[config.mk]
export PLATFORM = sky130hd
export DESIGN_NAME = ja_elastic_store
export DESIGN_NICKNAME = d
export VERILOG_FILES = /design/src/rtl/ja_pkg.sv /design/src/rtl/ja_mode_ctl.sv /design/src/rtl/ja_bit_store.sv /design/src/rtl/ja_rate_nco.sv /design/src/rtl/ja_elastic_store.sv
export SDC_FILE = /design/constraint.sdc
export NUM_CORES = 1
export LEC_CHECK = 0
export ABC_AREA = 1
export ABC_CLOCK_PERIOD_IN_PS = 7200
export BUFFER_PORTS_ARGS = -buffer_cell sky130_fd_sc_hd__clkbuf_2
export CORE_AREA = 2 2 266 137
export DETAILED_ROUTE_END_ITERATION = 8
export DIE_AREA = 0 0 268 139
export PLACE_DENSITY = 0.45
export SYNTH_ARGS = -nofsm -noshare
export SYNTH_HDL_FRONTEND = slang
export SYNTH_SLANG_ARGS = --single-unit
[constraint.sdc]
create_clock -name clk -period 7.2 [get_ports clk]
set_input_delay 0.72 -clock clk [delete_from_list [all_inputs] [get_ports clk]]
set_output_delay 0.72 -clock clk [all_outputs]
set_load 0.02 [all_outputs]
[src/rtl/ja_pkg.sv]
// Package: shared types and helpers for the jitter attenuator elastic store.
// Assumes: the large depth is exactly twice the small depth.
package ja_pkg;

    // Loop bandwidth class selected from the line mode pins.
    typedef enum logic [1:0] {
        LOOP_MID  = 2'd0,   // T1: single narrow setting
        LOOP_FAST = 2'd1,   // E1: wider of the two narrow settings
        LOOP_SLOW = 2'd2    // E1: narrowest setting, forces large depth
    } loop_bw_e;

    // Large depth is required by the depth pin or by the slowest E1 loop.
    function automatic logic need_big_depth(input logic e1, input logic low_bw,
                                            input logic want64);
        return want64 | (e1 & low_bw);
    endfunction

endpackage

[src/rtl/ja_mode_ctl.sv]
// Module: decodes the line mode pins into the depth choice and loop class.
// Assumes: pins are static or change rarely; any change of depth is handled
// downstream as a flush.
module ja_mode_ctl
    import ja_pkg::*;
(
    input  logic     line_e1,
    input  logic     e1_low_bw,
    input  logic     depth_64,
    output logic     big_depth,
    output loop_bw_e bw_mode
);

    // Depth: the slowest E1 loop overrides the depth pin.
    always_comb begin
        big_depth = need_big_depth(line_e1, e1_low_bw, depth_64);
    end

    // Loop class: T1 ignores the E1 bandwidth pin.
    always_comb begin
        if (!line_e1)
            bw_mode = LOOP_MID;
        else if (e1_low_bw)
            bw_mode = LOOP_SLOW;
        else
            bw_mode = LOOP_FAST;
    end

endmodule

[src/rtl/ja_bit_store.sv]
// Module: one-bit circular store with fill counter, priming, slip recentring
// and the near-empty/near-full tracking window.
// Assumes: tick comes from the rate oscillator; the store's active depth is
// registered, so any change in the requested depth flushes for one cycle.
module ja_bit_store #(
    parameter int MAX_AW = 6,               // log2 of the large depth
    parameter int GUARD  = 2,               // tracking window in bits
    localparam int DEPTH_MAX = 1 << MAX_AW,
    localparam int FW        = MAX_AW + 1
) (
    input  logic          clk,
    input  logic          rst_n,
    input  logic          big_depth,
    input  logic          din,
    input  logic          wr_stb,
    input  logic          tick,
    output logic          dout,
    output logic          rd_stb,
    output logic [FW-1:0] fill,
    output logic [FW-1:0] half,
    output logic [FW-1:0] depth,
    output logic          primed,
    output logic          track,
    output logic          slip,
    output logic          flush,
    output logic          slip_err
);

    localparam logic [FW-1:0] DEPTH_BIG   = FW'(DEPTH_MAX);
    localparam logic [FW-1:0] DEPTH_SMALL = FW'(DEPTH_MAX / 2);
    localparam logic [FW-1:0] GUARD_W     = FW'(GUARD);

    logic [DEPTH_MAX-1:0] mem;
    logic [MAX_AW-1:0]    wptr, rptr, amask;
    logic                 big_q;
    logic                 full, empty, ovf, unf, rd_ok, wr_ok;

    // Active geometry from the registered depth choice.
    always_comb begin
        depth = big_q ? DEPTH_BIG : DEPTH_SMALL;
        half  = depth >> 1;
        amask = big_q ? {MAX_AW{1'b1}} : {1'b0, {(MAX_AW-1){1'b1}}};
    end

    // Event decode: flush, read, overflow and underflow.
    always_comb begin
        flush  = big_depth != big_q;
        rd_stb = primed & tick & ~flush;
        full   = fill == depth;
        empty  = fill == '0;
        ovf    = wr_stb & ~rd_stb & full & ~flush;
        unf    = rd_stb & empty;
        slip   = ovf | unf;
        wr_ok  = wr_stb & ~flush & ~slip;
        rd_ok  = rd_stb & ~slip;
    end

    // Tracking window: close to empty or close to full.
    always_comb begin
        track = (fill <= GUARD_W) | (fill >= depth - GUARD_W);
    end

    // Output bit at the read pointer.
    always_comb begin
        dout = mem[rptr];
    end

    // Bit storage: accepted writes only.
    always_ff @(posedge clk) begin
        if (rst_n && wr_ok)
            mem[wptr] <= din;
    end

    // Pointer, fill, priming and sticky error state.
    always_ff @(posedge clk) begin
        if (!rst_n) begin
            wptr     <= '0;
            rptr     <= '0;
            fill     <= '0;
            big_q    <= 1'b0;
            primed   <= 1'b0;
            slip_err <= 1'b0;
        end else if (flush) begin
            wptr   <= '0;
            rptr   <= '0;
            fill   <= '0;
            primed <= 1'b0;
            big_q  <= big_depth;
        end else begin
            primed <= primed | (fill >= half);
            if (slip) begin
                slip_err <= 1'b1;
                fill     <= half;
                rptr     <= (wptr - half[MAX_AW-1:0]) & amask;
            end else begin
                if (wr_ok)
                    wptr <= (wptr + 1'b1) & amask;
                if (rd_ok)
                    rptr <= (rptr + 1'b1) & amask;
                case ({wr_ok, rd_ok})
                    2'b10:   fill <= fill + 1'b1;
                    2'b01:   fill <= fill - 1'b1;
                    default: fill <= fill;
                endcase
            end
        end
    end

endmodule

[src/rtl/ja_rate_nco.sv]
// Module: read-rate oscillator. A phase accumulator whose carry is the read
// tick; its increment is nominal plus a fill-error correction whose gain is
// set by the loop class, or a large fixed gain while tracking.
// Assumes: run is low until the store is primed; the integrator is held
// while tracking so the narrow loop resumes from its pre-excursion value.
module ja_rate_nco
    import ja_pkg::*;
#(
    parameter int ACC_W   = 12,     // accumulator width
    parameter int NOM_INC = 1024,   // nominal increment (rate NOM_INC/2^ACC_W)
    parameter int MIN_INC = 16,     // increment floor
    parameter int PROP_SH = 2,      // proportional gain shift, narrow loop
    parameter int WIDE_SH = 6,      // proportional gain shift, tracking
    parameter int INT_W   = 24,     // integrator width
    parameter int SH_FAST = 10,     // integral shift, wider E1 loop
    parameter int SH_MID  = 12,     // integral shift, T1 loop
    parameter int SH_SLOW = 14,     // integral shift, narrowest E1 loop
    parameter int FW      = 7,      // fill width
    localparam int SUM_W  = INT_W + 2
) (
    input  logic          clk,
    input  logic          rst_n,
    input  logic          run,
    input  logic          wide,
    input  loop_bw_e      bw_mode,
    input  logic [FW-1:0] fill,
    input  logic [FW-1:0] half,
    output logic          tick
);

    localparam logic signed [SUM_W-1:0] NOM_S = SUM_W'(NOM_INC);
    localparam logic signed [SUM_W-1:0] MIN_S = SUM_W'(MIN_INC);
    localparam logic signed [SUM_W-1:0] MAX_S = SUM_W'((1 << ACC_W) - 1);

    logic        [ACC_W-1:0] acc;
    logic        [ACC_W:0]   acc_sum;
    logic signed [INT_W-1:0] integ;
    logic signed [FW:0]      err;
    logic signed [SUM_W-1:0] err_x, int_x, raw;
    logic        [ACC_W-1:0] inc;
    logic        [4:0]       sh;

    // Integral shift from the loop class.
    always_comb begin
        case (bw_mode)
            LOOP_FAST: sh = 5'(SH_FAST);
            LOOP_SLOW: sh = 5'(SH_SLOW);
            default:   sh = 5'(SH_MID);
        endcase
    end

    // Fill error and the clamped increment.
    always_comb begin
        err   = $signed({1'b0, fill}) - $signed({1'b0, half});
        err_x = {{(SUM_W-FW-1){err[FW]}}, err};
        int_x = {{(SUM_W-INT_W){integ[INT_W-1]}}, integ};
        if (wide)
            raw = NOM_S + (err_x <<< WIDE_SH);
        else
            raw = NOM_S + (err_x <<< PROP_SH) + (int_x >>> sh);
        if (raw < MIN_S)
            inc = MIN_S[ACC_W-1:0];
        else if (raw > MAX_S)
            inc = MAX_S[ACC_W-1:0];
        else
            inc = raw[ACC_W-1:0];
        acc_sum = {1'b0, acc} + {1'b0, inc};
        tick    = acc_sum[ACC_W];
    end

    // Phase and integrator state; both cleared while not running.
    always_ff @(posedge clk) begin
        if (!rst_n || !run) begin
            acc   <= '0;
            integ <= '0;
        end else begin
            acc <= acc_sum[ACC_W-1:0];
            if (!wide)
                integ <= integ + err_x[INT_W-1:0];
        end
    end

endmodule

[src/rtl/ja_elastic_store.sv]
// Module: top of the jitter attenuator elastic store. Wires the mode decode,
// the bit store and the read-rate oscillator.
// Assumes: one clock domain; write and read rates are strobes on clk.
module ja_elastic_store #(
    parameter int MAX_AW  = 6,
    parameter int GUARD   = 2,
    parameter int ACC_W   = 12,
    parameter int NOM_INC = 1024,
    parameter int MIN_INC = 16,
    parameter int PROP_SH = 2,
    parameter int WIDE_SH = 6,
    parameter int INT_W   = 24,
    localparam int FW     = MAX_AW + 1
) (
    input  logic clk,
    input  logic rst_n,
    input  logic din,
    input  logic wr_stb,
    input  logic line_e1,
    input  logic e1_low_bw,
    input  logic depth_64,
    output logic dout,
    output logic rd_stb,
    output logic track,
    output logic slip_err
);

    ja_pkg::loop_bw_e bw_mode;
    logic             big_depth, tick, primed, slip, flush;
    logic [FW-1:0]    fill, half, depth;

    ja_mode_ctl u_mode (
        .line_e1   (line_e1),
        .e1_low_bw (e1_low_bw),
        .depth_64  (depth_64),
        .big_depth (big_depth),
        .bw_mode   (bw_mode)
    );

    ja_bit_store #(
        .MAX_AW (MAX_AW),
        .GUARD  (GUARD)
    ) u_store (
        .clk       (clk),
        .rst_n     (rst_n),
        .big_depth (big_depth),
        .din       (din),
        .wr_stb    (wr_stb),
        .tick      (tick),
        .dout      (dout),
        .rd_stb    (rd_stb),
        .fill      (fill),
        .half      (half),
        .depth     (depth),
        .primed    (primed),
        .track     (track),
        .slip      (slip),
        .flush     (flush),
        .slip_err  (slip_err)
    );

    ja_rate_nco #(
        .ACC_W   (ACC_W),
        .NOM_INC (NOM_INC),
        .MIN_INC (MIN_INC),
        .PROP_SH (PROP_SH),
        .WIDE_SH (WIDE_SH),
        .INT_W   (INT_W),
        .FW      (FW)
    ) u_nco (
        .clk     (clk),
        .rst_n   (rst_n),
        .run     (primed),
        .wide    (track),
        .bw_mode (bw_mode),
        .fill    (fill),
        .half    (half),
        .tick    (tick)
    );

endmodule

==> impl_metrics.csv <==
group,metric,value,unit
clock_network,clkSlewWorstSetupHoldPaths,0.06,ns
timing,hold_violations,0,
critical_path,startpoint_type,"flop",
synthesis,syn_area_per_cell,7.27,um2
timing,fin_crit,6.46,ns
layout,n_antenna_cell,0,
layout,drive_gt1_share,7.40,%
critical_path,arrival,6.83,ns
detailed_routing,wirelength,27500,um
die,coreArea,35100,um2
die,fp-row-count,49,
power,p_leak,4.34,nW
power,p_seq_share,36.9,%
worst_hold_path,worstHoldStart,"u_store.primed",
power,p_sw_share,32.1,%
critical_path,crit_top_cell,"nand3_1",
detailed_routing,first_pass_iters,5,
critical_path,cpLargestDelayFamily,"simple AND/OR/NAND/NOR gates",
detailed_routing,ant_nets,0,
clock_network,htree_levels,4,
critical_path,r2r-start,"u_store.big_q",
run,cap_violations,0,
critical_path,ff2ff_setup_slack,0.74,ns
power,p_int,1.37,mW
clock_network,cts_buffer_depth,2,
layout,fillers,3794,
timing,slew_viol_final,0,
clock_network,cts_tree,"built",
clock_network,cts_root_buf,"clkbuf_16",
clock_network,cts_hold_buf,0,
timing,max_freq,155,MHz
critical_path,reg2reg_to,"u_store.fill[6]",
power,cellPowerDensity,205,nW/um2
die,die_area,37300,um2
global_routing,grt_pass1_wl,43100,um
layout,regArea,3080,um2
global_routing,antenna_found_initial,0,
power,clkPwrFrac,44.5,%
power,power,2.02,mW
worst_hold_path,whs_endpoint,"u_store.primed",
critical_path,cp_data_required_time,7.57,ns
global_routing,grt_pass1_vias,7216,
clock_network,clock_sinks,122,
detailed_routing,wl_met3,2400,um
clock_network,insertion_delay,0.44,ns
critical_path,slowest_stage,"fa_1",
outcome,status,"complete, no violations",
global_routing,grt_usage,15.2,%
timing,worst_slew_pin_slew,0.905,ns
timing,maxSlewHeadroom,39.0,%
critical_path,cp-end-kind,"flop",
layout,multiInputGateArea,4890,um2
critical_path,worst-path-max-fanout,9,
place,gp_congestion,0.946,
synthesis,synth_ff_type,"edfxtp_1",
die,start_util,24.6,%
timing,setup_tns,0,ns
detailed_routing,met1Wirelength,15800,um
global_routing,grt_max_degree,65,
detailed_routing,viasPerCell,4.73,
detailed_routing,detail_route.wl_per_cell,16.1,um
worst_hold_path,holdPathStages,2,
detailed_routing,num_vias,8042,
synthesis,postSynthNetCount,1256,
timing,fin_worst_skew,0.00997,ns
power,irDropWorstVdd,0.173,mV
synthesis,syn_inst,1187,
detailed_routing,route.detailed.drc,0,
synthesis,synth-seq-cells,122,
place,port_buffers,10,
layout,nNetsFinal,1273,
die,fp.dieH,139,um
critical_path,crit_buf_inv,4,
detailed_routing,wl_met2,9020,um
critical_path,path_class,"reg -> reg",
layout,final_cell_area,9890,um2
worst_hold_path,min_path_type,"reg -> reg",
synthesis,seq_area_frac_synth,35.7,%
global_routing,overflow,0,
die,ios,11,
critical_path,reg2reg_depth,37,
die,die_w,268,um
layout,syn_to_final_growth,14.6,%
synthesis,ys_types,44,
clock_network,cts_buffers,17,
power,p_sw,0.650,mW
critical_path,critPathMaxStageDelay,0.43,ns
synthesis,yosysWarnings,0,
place,place_area,9230,um2
detailed_routing,initialDrtViolationCount,778,
synthesis,netlist_area,8630,um2
detailed_routing,top_layer,"met4",
synthesis,synth_edf_count,64,
place,dp_hpwl,20800,um
synthesis,async_reset_ff_share,0,%
timing,finalCritPeriodShare,89.7,%
power,p_comb_share,18.6,%
timing,setup_viol,0,
timing,rsz0062_at_grt,"false",
-- worst reg2reg max path, delay by kind of cell, from the launching register on --
family	cells	cell delay, ns
compound gates	3	0.54
xor+xnor	1	0.16
fa+ha+maj	8	2.42
buf+inv	4	0.39
flops	1	0.39
simple gates	21	2.47
-- stage by stage --
stage	util, %	worst slack (ns)	instances	hold slack [ns]
2_1_floorplan	-	1.35	1187	0.477
3_3_place_gp	26.3	0.488	1664	0.501
3_5_place_dp	26.3	0.268	1664	0.499
4_1_cts	28.0	0.248	1696	0.515
5_1_grt	28.2	0.0453	1701	0.531
6_report	28.2	0.744	1701	0.519
-- Yosys cell counts (2+ instances only) --
library cell | number | share of area (%)
nand2_2 | 3 | 0.22
a211oi_1 | 3 | 0.26
inv_1 | 148 | 6.4
nand3_1 | 80 | 4.6
ha_1 | 57 | 8.3
clkbuf_1 | 18 | 0.78
a21o_1 | 5 | 0.44
xor2_1 | 14 | 1.4
buf_2 | 3 | 0.17
dfxtp_1 | 58 | 13
o21ai_0 | 94 | 5.5
nand2_4 | 11 | 1.4
o22ai_1 | 11 | 0.80
o221ai_1 | 13 | 1.3
or2_2 | 8 | 0.58
nand2_1 | 229 | 10
a21oi_1 | 89 | 5.2
o211ai_1 | 7 | 0.61
o31ai_1 | 3 | 0.26
edfxtp_1 | 64 | 22
nor2_1 | 191 | 8.3
and2_1 | 3 | 0.22
a21boi_0 | 3 | 0.26
buf_4 | 3 | 0.26
o21bai_1 | 4 | 0.35
xnor2_1 | 12 | 1.2
a31oi_1 | 7 | 0.51
nor3_1 | 6 | 0.35
nand4_1 | 20 | 1.5
nor2_2 | 2 | 0.14
fa_1 | 5 | 1.2
-- registers in the layout, indices dropped and copies added (netlist names), 6 cells and up --
signal        flops
u_store.wptr      6
u_store.fill      7
u_store.rptr      6
u_nco.acc        12
u_store.mem      64
u_nco.integ      24
-- power by group through the flow --
stage	combinational, mW	clock (mW)	sequential, mW
2_1_floorplan	0.268	0	0.758
3_3_place_gp	0.372	0	0.762
3_5_place_dp	0.368	0	0.762
4_1_cts	0.370	0.917	0.747
5_1_grt	0.428	0.950	0.749
6_report	0.377	0.900	0.748
-- cell type report --
class,count,share of cell area (%)
Clock inverter,15,1.77
Timing Repair Buffer,23,1.49
Inverter,149,5.69
Tap cell,484,6.12
Sequential cell,122,31.2
Clock buffer,17,4.30
Multi-Input combinational cell,891,49.4
-- how the worst max path moves through the flow --
stage                 endpoint          start  cells after the start  slack (ns)
4_1_cts        u_store.fill[6]  u_store.big_q                     36        0.25
6_report       u_store.fill[6]  u_store.big_q                     37        0.74
5_1_grt        u_store.fill[6]  u_store.big_q                     37        0.05
2_1_floorplan  u_store.fill[5]  u_store.big_q                     34        1.35
3_5_place_dp   u_store.fill[5]        line_e1                     37        0.27
3_3_place_gp   u_store.fill[5]        line_e1                     37        0.49
-- cells in the final DEF (no fill, tap or decap), types with 10 or more instances in the layout --
cell       count
dfxtp_1       57
o22ai_1       11
inv_1        147
nand3_1       80
xor2_1        14
clkbuf_16     17
o221ai_1      13
o21ai_0       94
a21oi_1       89
nand2_1      229
ha_1          56
nor2_1       191
buf_4         13
xnor2_1       12
clkbuf_2      10
nand4_1       20
edfxtp_1      64
nand2_4       11
-- kinds of logic (layout without fill, tap and decap cells) --
kind of cell	count (synthesis)	after routing	share of synthesized area (%)
fa+ha+maj	62	62	9.43
simple gates	560	560	28.4
xor+xnor	27	27	2.96
buf+inv	174	204	7.83
flops	122	122	35.7
compound gates	242	242	15.7
-- routing by layer --
layer  vias up  global-route usage, %
li1       4033                      -
met1      3760                   25.6
met2       235                   17.2
met3        14                   5.20
met4         0                   3.15
met5         -                      0
-- what timing repair did --
item	in CTS	in global routing
setup endpoints to repair	0	6
gates resized for setup	0	5
setup buffers	0	5
Note: power is estimated with default switching activity, not from simulation.
